## config.mk

```make
export PLATFORM = sky130hd
export DESIGN_NAME = seg_addr_gen
export DESIGN_NICKNAME = d
export VERILOG_FILES = /design/src/rtl/seg_addr_pkg.sv /design/src/rtl/seg_rst_sync.sv /design/src/rtl/seg_regfile.sv /design/src/rtl/seg_addr_calc.sv /design/src/rtl/seg_addr_gen.sv
export SDC_FILE = /design/constraint.sdc
export NUM_CORES = 1
export LEC_CHECK = 0
export ABC_AREA = 0
export BUFFER_PORTS_ARGS = -buffer_cell sky130_fd_sc_hd__buf_4
export CELL_PAD_IN_SITES_DETAIL_PLACEMENT = 0
export CELL_PAD_IN_SITES_GLOBAL_PLACEMENT = 1
export CORE_ASPECT_RATIO = 1.75
export CORE_UTILIZATION = 52
export CTS_BUF_LIST = sky130_fd_sc_hd__clkbuf_8
export CTS_CLUSTER_DIAMETER = 30
export CTS_CLUSTER_SIZE = 14
export DETAILED_ROUTE_END_ITERATION = 7
export HOLD_SLACK_MARGIN = 0.02
export PLACE_DENSITY = 0.88
export SLEW_MARGIN = 40
export SYNTH_ARGS = -nofsm -noshare
export SYNTH_HDL_FRONTEND = slang
export SYNTH_HIERARCHICAL = 1
export SYNTH_SLANG_ARGS = --single-unit
```

## constraint.sdc

```tcl
create_clock -name clk -period 5.7 [get_ports clk]
set_clock_uncertainty 0.2 [all_clocks]
set_input_delay 0 -clock clk [delete_from_list [all_inputs] [get_ports clk]]
set_output_delay 0 -clock clk [all_outputs]
set_load 0.03 [all_outputs]
```

## src/rtl/seg_addr_pkg.sv

```systemverilog
package seg_addr_pkg;
  localparam int SEG_W     = 16;
  localparam int OFF_W     = 16;
  localparam int SEG_SHIFT = 4;
  localparam int ADDR_W    = 20;
  localparam int SEG_CNT   = 4;
  localparam int SEL_W     = $clog2(SEG_CNT);

  typedef enum logic [SEL_W-1:0] {
    SEG_EXTRA = 2'd0,
    SEG_CODE  = 2'd1,
    SEG_STACK = 2'd2,
    SEG_DATA  = 2'd3
  } seg_sel_e;
endpackage

```

## src/rtl/seg_rst_sync.sv

```systemverilog
module seg_rst_sync #(
  parameter int STAGES = 2
) (
  input  logic clk,
  input  logic rst_n,
  output logic rst_sync_n
);
  logic [STAGES-1:0] sync_q;
  logic [STAGES-1:0] sync_d;

  always_comb sync_d = {sync_q[STAGES-2:0], 1'b1};

  always_ff @(posedge clk or negedge rst_n) begin
    if (!rst_n) sync_q <= '0;
    else        sync_q <= sync_d;
  end

  assign rst_sync_n = sync_q[STAGES-1];
endmodule

```

## src/rtl/seg_regfile.sv

```systemverilog
module seg_regfile
  import seg_addr_pkg::*;
#(
  parameter int W   = SEG_W,
  parameter int CNT = SEG_CNT,
  localparam int SW = $clog2(CNT)
) (
  input  logic          clk,
  input  logic          rst_n,
  input  logic          wr_en,
  input  logic [SW-1:0] wr_sel,
  input  logic [W-1:0]  wr_data,
  input  logic [SW-1:0] a_sel,
  output logic [W-1:0]  a_data,
  input  logic [SW-1:0] b_sel,
  output logic [W-1:0]  b_data
);
  logic [W-1:0] seg_q [CNT];
  logic [W-1:0] seg_d [CNT];
  logic         seg_en [CNT];

  for (genvar i = 0; i < CNT; i++) begin : g_seg
    localparam logic [W-1:0] RST_VAL = (i == int'(SEG_CODE)) ? '1 : '0;

    always_comb begin
      seg_en[i] = wr_en && (wr_sel == SW'(i));
      seg_d[i]  = seg_en[i] ? wr_data : seg_q[i];
    end

    always_ff @(posedge clk or negedge rst_n) begin
      if (!rst_n) seg_q[i] <= RST_VAL;
      else        seg_q[i] <= seg_d[i];
    end

    // unselected registers never change
    assert_wr_isolate_R7: assert property (@(posedge clk) disable iff (!rst_n)
      !(wr_en && wr_sel == SW'(i)) |=> $stable(seg_q[i]));
    // selected register takes the written value
    assert_wr_load_R7: assert property (@(posedge clk) disable iff (!rst_n)
      (wr_en && wr_sel == SW'(i)) |=> seg_q[i] == $past(wr_data));
  end

  always_comb begin
    a_data = seg_q[a_sel];
    b_data = seg_q[b_sel];
  end
endmodule

```

## src/rtl/seg_addr_calc.sv

```systemverilog
module seg_addr_calc
  import seg_addr_pkg::*;
#(
  parameter int SW  = SEG_W,
  parameter int OW  = OFF_W,
  parameter int SH  = SEG_SHIFT,
  parameter int AW  = ADDR_W
) (
  input  logic          clk,
  input  logic          rst_n,
  input  logic          req_valid,
  input  logic [SW-1:0] seg_base,
  input  logic [OW-1:0] offset,
  output logic          addr_valid,
  output logic [AW-1:0] addr_out
);
  logic [AW-1:0] base_ext;
  logic [AW-1:0] off_ext;
  logic [AW-1:0] sum;
  logic [AW-1:0] addr_d;
  logic          valid_d;

  always_comb begin
    base_ext = AW'({seg_base, {SH{1'b0}}});
    off_ext  = AW'(offset);
    sum      = base_ext + off_ext;
    addr_d   = req_valid ? sum : addr_out;
    valid_d  = req_valid;
  end

  always_ff @(posedge clk or negedge rst_n) begin
    if (!rst_n) begin
      addr_valid <= 1'b0;
      addr_out   <= '0;
    end else begin
      addr_valid <= valid_d;
      addr_out   <= addr_d;
    end
  end

  assert_valid_follows_R5: assert property (@(posedge clk) disable iff (!rst_n)
    req_valid |=> addr_valid);
  assert_valid_drops_R5: assert property (@(posedge clk) disable iff (!rst_n)
    !req_valid |=> !addr_valid);
  assert_addr_hold_R5: assert property (@(posedge clk) disable iff (!rst_n)
    !req_valid |=> $stable(addr_out));
endmodule

```

## src/rtl/seg_addr_gen.sv

```systemverilog
module seg_addr_gen
  import seg_addr_pkg::*;
#(
  parameter int SEG_BITS  = SEG_W,
  parameter int OFF_BITS  = OFF_W,
  parameter int ADDR_BITS = ADDR_W,
  parameter int SHIFT     = SEG_SHIFT,
  localparam int SELB     = SEL_W
) (
  input  logic                 clk,
  input  logic                 rst_n,
  input  logic                 seg_wr_en,
  input  logic [SELB-1:0]      seg_wr_sel,
  input  logic [SEG_BITS-1:0]  seg_wr_data,
  input  logic [SELB-1:0]      rd_sel,
  output logic [SEG_BITS-1:0]  rd_data,
  input  logic                 req_valid,
  input  logic [SELB-1:0]      req_sel,
  input  logic [OFF_BITS-1:0]  req_offset,
  output logic                 addr_valid,
  output logic [ADDR_BITS-1:0] addr_out
);
  logic                rst_sync_n;
  logic [SEG_BITS-1:0] req_seg_val;
  logic                req_live;

  seg_rst_sync #(.STAGES(2)) u_rst (
    .clk(clk), .rst_n(rst_n), .rst_sync_n(rst_sync_n)
  );

  seg_regfile #(.W(SEG_BITS), .CNT(SEG_CNT)) u_regs (
    .clk(clk), .rst_n(rst_sync_n),
    .wr_en(seg_wr_en), .wr_sel(seg_wr_sel), .wr_data(seg_wr_data),
    .a_sel(req_sel), .a_data(req_seg_val),
    .b_sel(rd_sel),  .b_data(rd_data)
  );

  always_comb req_live = req_valid && rst_sync_n;

  seg_addr_calc #(.SW(SEG_BITS), .OW(OFF_BITS), .SH(SHIFT), .AW(ADDR_BITS)) u_calc (
    .clk(clk), .rst_n(rst_sync_n),
    .req_valid(req_live), .seg_base(req_seg_val), .offset(req_offset),
    .addr_valid(addr_valid), .addr_out(addr_out)
  );

  // a collision uses the register value from before the write
  assert_old_value_R6: assert property (@(posedge clk) disable iff (!rst_sync_n)
    (req_valid && seg_wr_en && seg_wr_sel == req_sel) |=>
      (addr_valid && addr_out == ADDR_BITS'({$past(req_seg_val), {SHIFT{1'b0}}})
                                  + ADDR_BITS'($past(req_offset))));
  // while the external reset is low the output stays invalid
  assert_reset_clear_R8: assert property (@(posedge clk) !rst_n |-> !addr_valid);
endmodule

```

Word level (Yosys, flattened, before mapping)
Index checks and enable logic that the tools add are counted.

storage, ports and cells
  bits in latches = 0
  bits of input ports = 42
  word-level logic and storage cells = 27
  bits in writable memories = 0
  memories = 0
  output and inout bits = 37
  flip-flop bits (word level) = 87
  memory bits (read-only) = 0

operators by class
  equality and inequality tests = 3
  add/subtract/negate cells = 1
  $lt $le $gt $ge = 2
  bitwise logic cells = 2
  shifts and indexed selects = 0
  multipliers = 0
  reduce and logical (&&, ||, !) cells = 6
  divide/modulo/power cells = 0
  muxes and demuxes = 6

operator list
  kind                  count
  $bmux W16 S2          2
  $mux W16              4
  $add A20 B16 Y20      1
  $ge A3 B3 Y1 const B  2
  $not A2 Y3            2
  $logic_and A1 B1 Y1   5
  $eq A2 B2 Y1 const B  2
  $eq A2 B1 Y1 const B  1
  $logic_not A2 Y1      1

Depth between registers and ports, before layout
  depth in word-level cells = 5
  gate-level depth with buffers = 11
  gate-level depth less buffers = 9

Hierarchy
Netlist, hierarchy kept.

modules (own cells, without submodules)
  module         area an instance (sq um)  sequential area each (sq um)  cells each  times used
  seg_regfile    3,194.3                   1,621.6                       176         1
  seg_addr_calc  1,400.1                   525.5                         136         1
  seg_rst_sync   53.8                      50.0                          3           1
  seg_addr_gen   6.3                       0.0                           1           1

Worst setup path before layout
No wires, ideal clock.

  path type = reg2reg
  from = reg u_rst.sync_q[1]
  to = reg u_calc.addr_out[15]
  data required time = 5.431 ns
  path buffers = 2
  library setup time = 0.069 ns
  slack = 1.957 ns
  clock period less this slack = 3.743 ns
  data arrival time = 3.474 ns
  cell stages (with the launch flop) = 7
  path through = dfrtp_1 -> and2_1 -> clkbuf_1 -> inv_1 -> clkbuf_1 -> or4_1 -> nand3_1

between the ends
  word-level cells in the longest chain between the ends = 1

ends and longest elaborated chain
  item                    line                 source
  start, declared         seg_rst_sync.sv:8    logic [STAGES-1:0] sync_q;
  start signal, assigned  seg_rst_sync.sv:15   else sync_q <= sync_d;
  $logic_and A1 B1 Y1     seg_addr_gen.sv:38   always_comb req_live = req_valid && rst_sync_n;
  named net req_live      seg_addr_gen.sv:25   logic req_live;
  end signal, assigned    seg_addr_calc.sv:37  addr_out <= addr_d;
  end, declared           seg_addr_calc.sv:15  output logic [AW-1:0] addr_out

The timed path passes the listed nets, and every way through them passes these cells.
A chain may end at the register's enable or synchronous reset.

Worst setup path in the final report
  from = reg u_regs/seg_q[0] in the netlist's numbering
  to = reg u_calc.addr_out[12]

between the ends
  word-level cells in the longest chain between the ends = 4

ends and longest elaborated chain
  item                                         line                 source
  start, declared                              seg_regfile.sv:18    logic [W-1:0] seg_q [CNT];
  start signal, assigned by index              seg_regfile.sv:32    else seg_q[i] <= seg_d[i];
  $bmux W16 S2                                 seg_regfile.sv:44    a_data = seg_q[a_sel];
  $mux W16 (not written as such) (2 in a row)  seg_regfile.sv:44
  named net req_seg_val[0]                     seg_addr_gen.sv:24   logic [SEG_BITS-1:0] req_seg_val;
  $add A20 B16 Y20                             seg_addr_calc.sv:26  sum = base_ext + off_ext;

The timed path passes the listed nets, and every way through them passes these cells. The select of a mux whose other input is x is not followed.

==> impl_table.tex <==
\begin{tabular}{lr}
\hline
Metric & Value \\
\hline
\multicolumn{2}{l}{\textbf{Run status}} \\
Run status & completed \\
\multicolumn{2}{l}{\textbf{Yosys}} \\
Average footprint of a synthesized cell & about 15 µm² \\
Synthesized Nets & approximately 370 \\
Commonest register cell after synthesis & sky130\_fd\_sc\_hd\_\_dfrtp\_1 \\
Post-synthesis cell count & approximately 320 \\
Yosys warning count & 6 \\
Number of library cell types mapped by synthesis & 51 \\
FF+latch count, synth & a little under 90 \\
Number of synthesized flops with an enable pin & 0 \\
Register area share after synthesis & 47.2\% \\
Fraction of synthesis flops using an asynchronous set or reset pin & between 90\% and 100\% \\
Netlist area before placement & around 4700 µm² \\
\multicolumn{2}{l}{\textbf{Place}} \\
Worst slack at placement & approximately 2.6 ns \\
Placer's final routability congestion estimate & $\sim$0.84 \\
Number of buffer cells added on primary ports & 78 \\
Placed cells & 496 \\
Half-perimeter wire length after placement & between 7000 and 8000 µm \\
\multicolumn{2}{l}{\textbf{Clock network}} \\
CTS buffer count & 9 \\
Number of sinks on the clock net & between 80 and 90 \\
Clock-pin transition on the worst setup and hold timing paths & roughly 0.08 ns \\
Post-cts gate resize count & 0 \\
Clock latency at the later pin of the worst-skew pair & 0.36 ns \\
TritonCTS clock tree & built \\
Clock Root Buffer & sky130\_fd\_sc\_hd\_\_clkbuf\_8 \\
Post CTS Setup Buffer Count & 0 \\
Hold-fix buffers, CTS & 34 \\
Max H-tree Level & 3 \\
Number of buffers on the longest clock path & 2 \\
\multicolumn{2}{l}{\textbf{Routing}} \\
Drt first pass iters & 4 \\
DR WL/cell & between 15 and 20 µm \\
Via count & roughly 3100 \\
DRC violation count after routing & 0 \\
Avg Vias per Cell & $\sim$5.7 \\
First-iteration detailed-routing DRC count & around 140 \\
Number of antenna-violating nets in the routed design & 0 \\
Post-Route WL & 10500 µm \\
\multicolumn{2}{l}{\textbf{Floorplanning}} \\
DIE HEIGHT & between 100 and 150 µm \\
Floorplan die width & around 74 µm \\
Starting density of the core & 53.7\% \\
Number of core rows & 45 \\
Core footprint & approximately 8700 µm² \\
I/O pin count & a little under 80 \\
DIE AREA & roughly 9300 µm² \\
\multicolumn{2}{l}{\textbf{Final layout}} \\
Final Net Count & $\sim$480 \\
Share of layout cells above drive strength 1 & between 50\% and 60\% \\
Leading cell type in the layout, fill and taps excluded & sky130\_fd\_sc\_hd\_\_buf\_4 \\
Final cell count without fillers & 546 \\
Footprint of the multi-input gates & 2350 µm² \\
Number of inserted diodes & 0 \\
Area overhead of the layout relative to synthesis & 25.8\% \\
Footprint of the flip-flops and latches & 2200 µm² \\
Total of fill cells in the finished design & 678 \\
Most frequent cells in the layout & sky130\_fd\_sc\_hd\_\_buf\_4 (79), sky130\_fd\_sc\_hd\_\_mux2\_2 (78), sky130\_fd\_sc\_hd\_\_dfrtp\_1 (70), sky130\_fd\_sc\_hd\_\_dlygate4sd3\_1 (34), sky130\_fd\_sc\_hd\_\_mux4\_2 (32) \\
\multicolumn{2}{l}{\textbf{Pwr}} \\
Comb pwr share & roughly 39\% \\
Power density over the cells & 365 nW/µm² \\
Fraction of power spent switching nets & roughly a third \\
Worst supply voltage drop on vdd & around 0.22 mV \\
Psw & 0.000731 W \\
Pleak & 2.52 nW \\
Clock group share of total power & between 10\% and 20\% \\
Portion of total power attributed to sequential cells & between 40\% and 50\% \\
Design internal power & around 0.0014 W \\
\multicolumn{2}{l}{\textbf{Timing}} \\
Max-slew violation total from the final report & 0 \\
Minimum setup slack in the final design & between 2 and 3 ns \\
Total negative slack for setup checks & 0 ns \\
Final count of negative-setup-slack endpoints & 0 \\
Fraction of the cycle the final worst path needs & $\sim$54\% \\
Worst hold margin & around 0.045 ns \\
Minimum clock period & 3.10 ns \\
Number of hold violations in the final report & 0 \\
Worst relative slew slack & between 50\% and 60\% \\
Fmax & $\sim$320 MHz \\
RSZ-0062 raised after global routing & false \\
Slew at the pin closest to its max-slew limit & between 0.6 and 0.7 ns \\
\multicolumn{2}{l}{\textbf{Worst setup path}} \\
Critical path class & reg -> reg \\
Maximum net fanout on the critical path & 3 \\
Worst Path Arrival & 3.15 ns \\
Sort of element at the end of the critical path & register \\
Required arrival time at the worst endpoint & between 5 and 6 ns \\
Nature of the critical path startpoint & register \\
\multicolumn{2}{l}{\textbf{Flow run}} \\
Number of max-cap violations & 0 \\
\multicolumn{2}{l}{\textbf{GRT}} \\
Number of antenna violations at the first check in global routing & 0 \\
GRT Residual Overflow & 0 \\
GRT Resource Usage Total & about a quarter \\
Vias in the first global route & $\sim$3400 \\
Wire length of the first global-routing pass & around 17000 µm \\
Maximum number of pins on one net before global-route repair & 61 \\
\multicolumn{2}{l}{\textbf{Worst hold path}} \\
Hold/Removal Path Class & reg -> async \\
\hline
\end{tabular}
-- layer usage --
layer  track usage (%)  wire (µm)  vias to the layer above
met2              44.7       6020                       71
met5                 0          0                        -
met1              28.8       3980                     1574
li1                  -          -                     1427
met3              3.94        307                       15
met4              8.60        174                        0
-- power groups by stage --
stage	clock network, W	registers (W)	logic (W)
final	0.000425	0.000870	0.000844
after global routing	0.000467	0.000891	0.000902
after detailed placement	0	0.000883	0.000819
after CTS	0.000439	0.000870	0.000845
after floorplan	0	0.000968	0.000464
after global placement	0	0.000869	0.000806
-- synthesized netlist by cell type, types with 6 or more instances --
cell type	number	area [µm²]
sky130_fd_sc_hd__mux2_2	78	878
sky130_fd_sc_hd__dfrtp_1	71	1780
sky130_fd_sc_hd__mux4_2	32	721
sky130_fd_sc_hd__dfstp_2	16	420
sky130_fd_sc_hd__ha_1	12	150
sky130_fd_sc_hd__nand2_1	10	37.5
sky130_fd_sc_hd__a21oi_1	9	45.0
sky130_fd_sc_hd__clkbuf_1	7	26.3
sky130_fd_sc_hd__a21o_1	6	45.0
sky130_fd_sc_hd__buf_2	6	30.0
sky130_fd_sc_hd__nand3_1	6	30.0
sky130_fd_sc_hd__xnor2_1	6	52.6
-- worst max-delay path, stage by stage, from the launching register on --
cell	delay, ns
sky130_fd_sc_hd__dfrtp_1	0.40
sky130_fd_sc_hd__mux4_2	0.48
sky130_fd_sc_hd__ha_1	0.22
sky130_fd_sc_hd__fa_1	0.44
sky130_fd_sc_hd__a211oi_2	0.26
sky130_fd_sc_hd__o21bai_1	0.15
sky130_fd_sc_hd__a211o_1	0.30
sky130_fd_sc_hd__a31oi_1	0.20
sky130_fd_sc_hd__xnor2_1	0.08
sky130_fd_sc_hd__mux2_2	0.26
-- kinds of logic (layout without fill, tap and decap cells) --
kind of cell,after synthesis,count (layout),synth area share [%]
fa+ha+maj,13,13,3.66
compound gates,38,38,5.78
xor+xnor,8,8,1.51
buf+inv,20,133,2.39
simple gates,39,39,5.03
mux,110,110,34.4
flops,87,87,47.2
other cells,1,1,0.0806
-- per-stage QoR --
stage / utilization (%) / area (µm²) / total power [W]
4_1_cts: 67.5 / 5850 / 0.00215
5_1_grt: 67.5 / 5850 / 0.00226
3_3_place_gp: 61.1 / 5290 / 0.00168
6_report: 67.5 / 5850 / 0.00214
3_5_place_dp: 61.3 / 5310 / 0.00170
2_1_floorplan: - / 4650 / 0.00143
-- area by class of cell --
class                      instances  area share [%]
tap                              117            2.50
inverter                           2           0.128
clock buffer                      11            2.59
multi-input combinational        209            40.1
clock inverter                     5           0.769
sequential                        87            37.6
timing repair buffer             115            16.3
-- path summary, 6_finish.rpt --
check                                            startpoint                               to  slack, ns  cells past startpoint
worst max-delay path            u_regs/seg_q[0]$_DFFE_PN0P_  u_calc/addr_out[12]$_DFFE_PN0P_       2.60                      9
worst min-delay path              u_rst/sync_q[1]$_DFF_PN0_     u_regs/seg_q[58]$_DFFE_PN0P_       0.04                      0
worst max register to register  u_regs/seg_q[0]$_DFFE_PN0P_  u_calc/addr_out[12]$_DFFE_PN0P_       2.60                      9
worst min register to register    u_rst/sync_q[1]$_DFF_PN0_     u_regs/seg_q[58]$_DFFE_PN0P_       0.04                      0
max in group asynchronous         u_rst/sync_q[1]$_DFF_PN0_     u_regs/seg_q[43]$_DFFE_PN1P_       4.38                      1
min in group clk                              req_offset[7]   u_calc/addr_out[7]$_DFFE_PN0P_       0.06                      4
-- state kept, by name (all words and copies together), names as in the netlist --
signal / count
u_calc/addr_out: 20
u_calc/addr_valid: 1
u_regs/seg_q: 64
u_rst/sync_q: 2
Power figures use the tool's default switching activity.
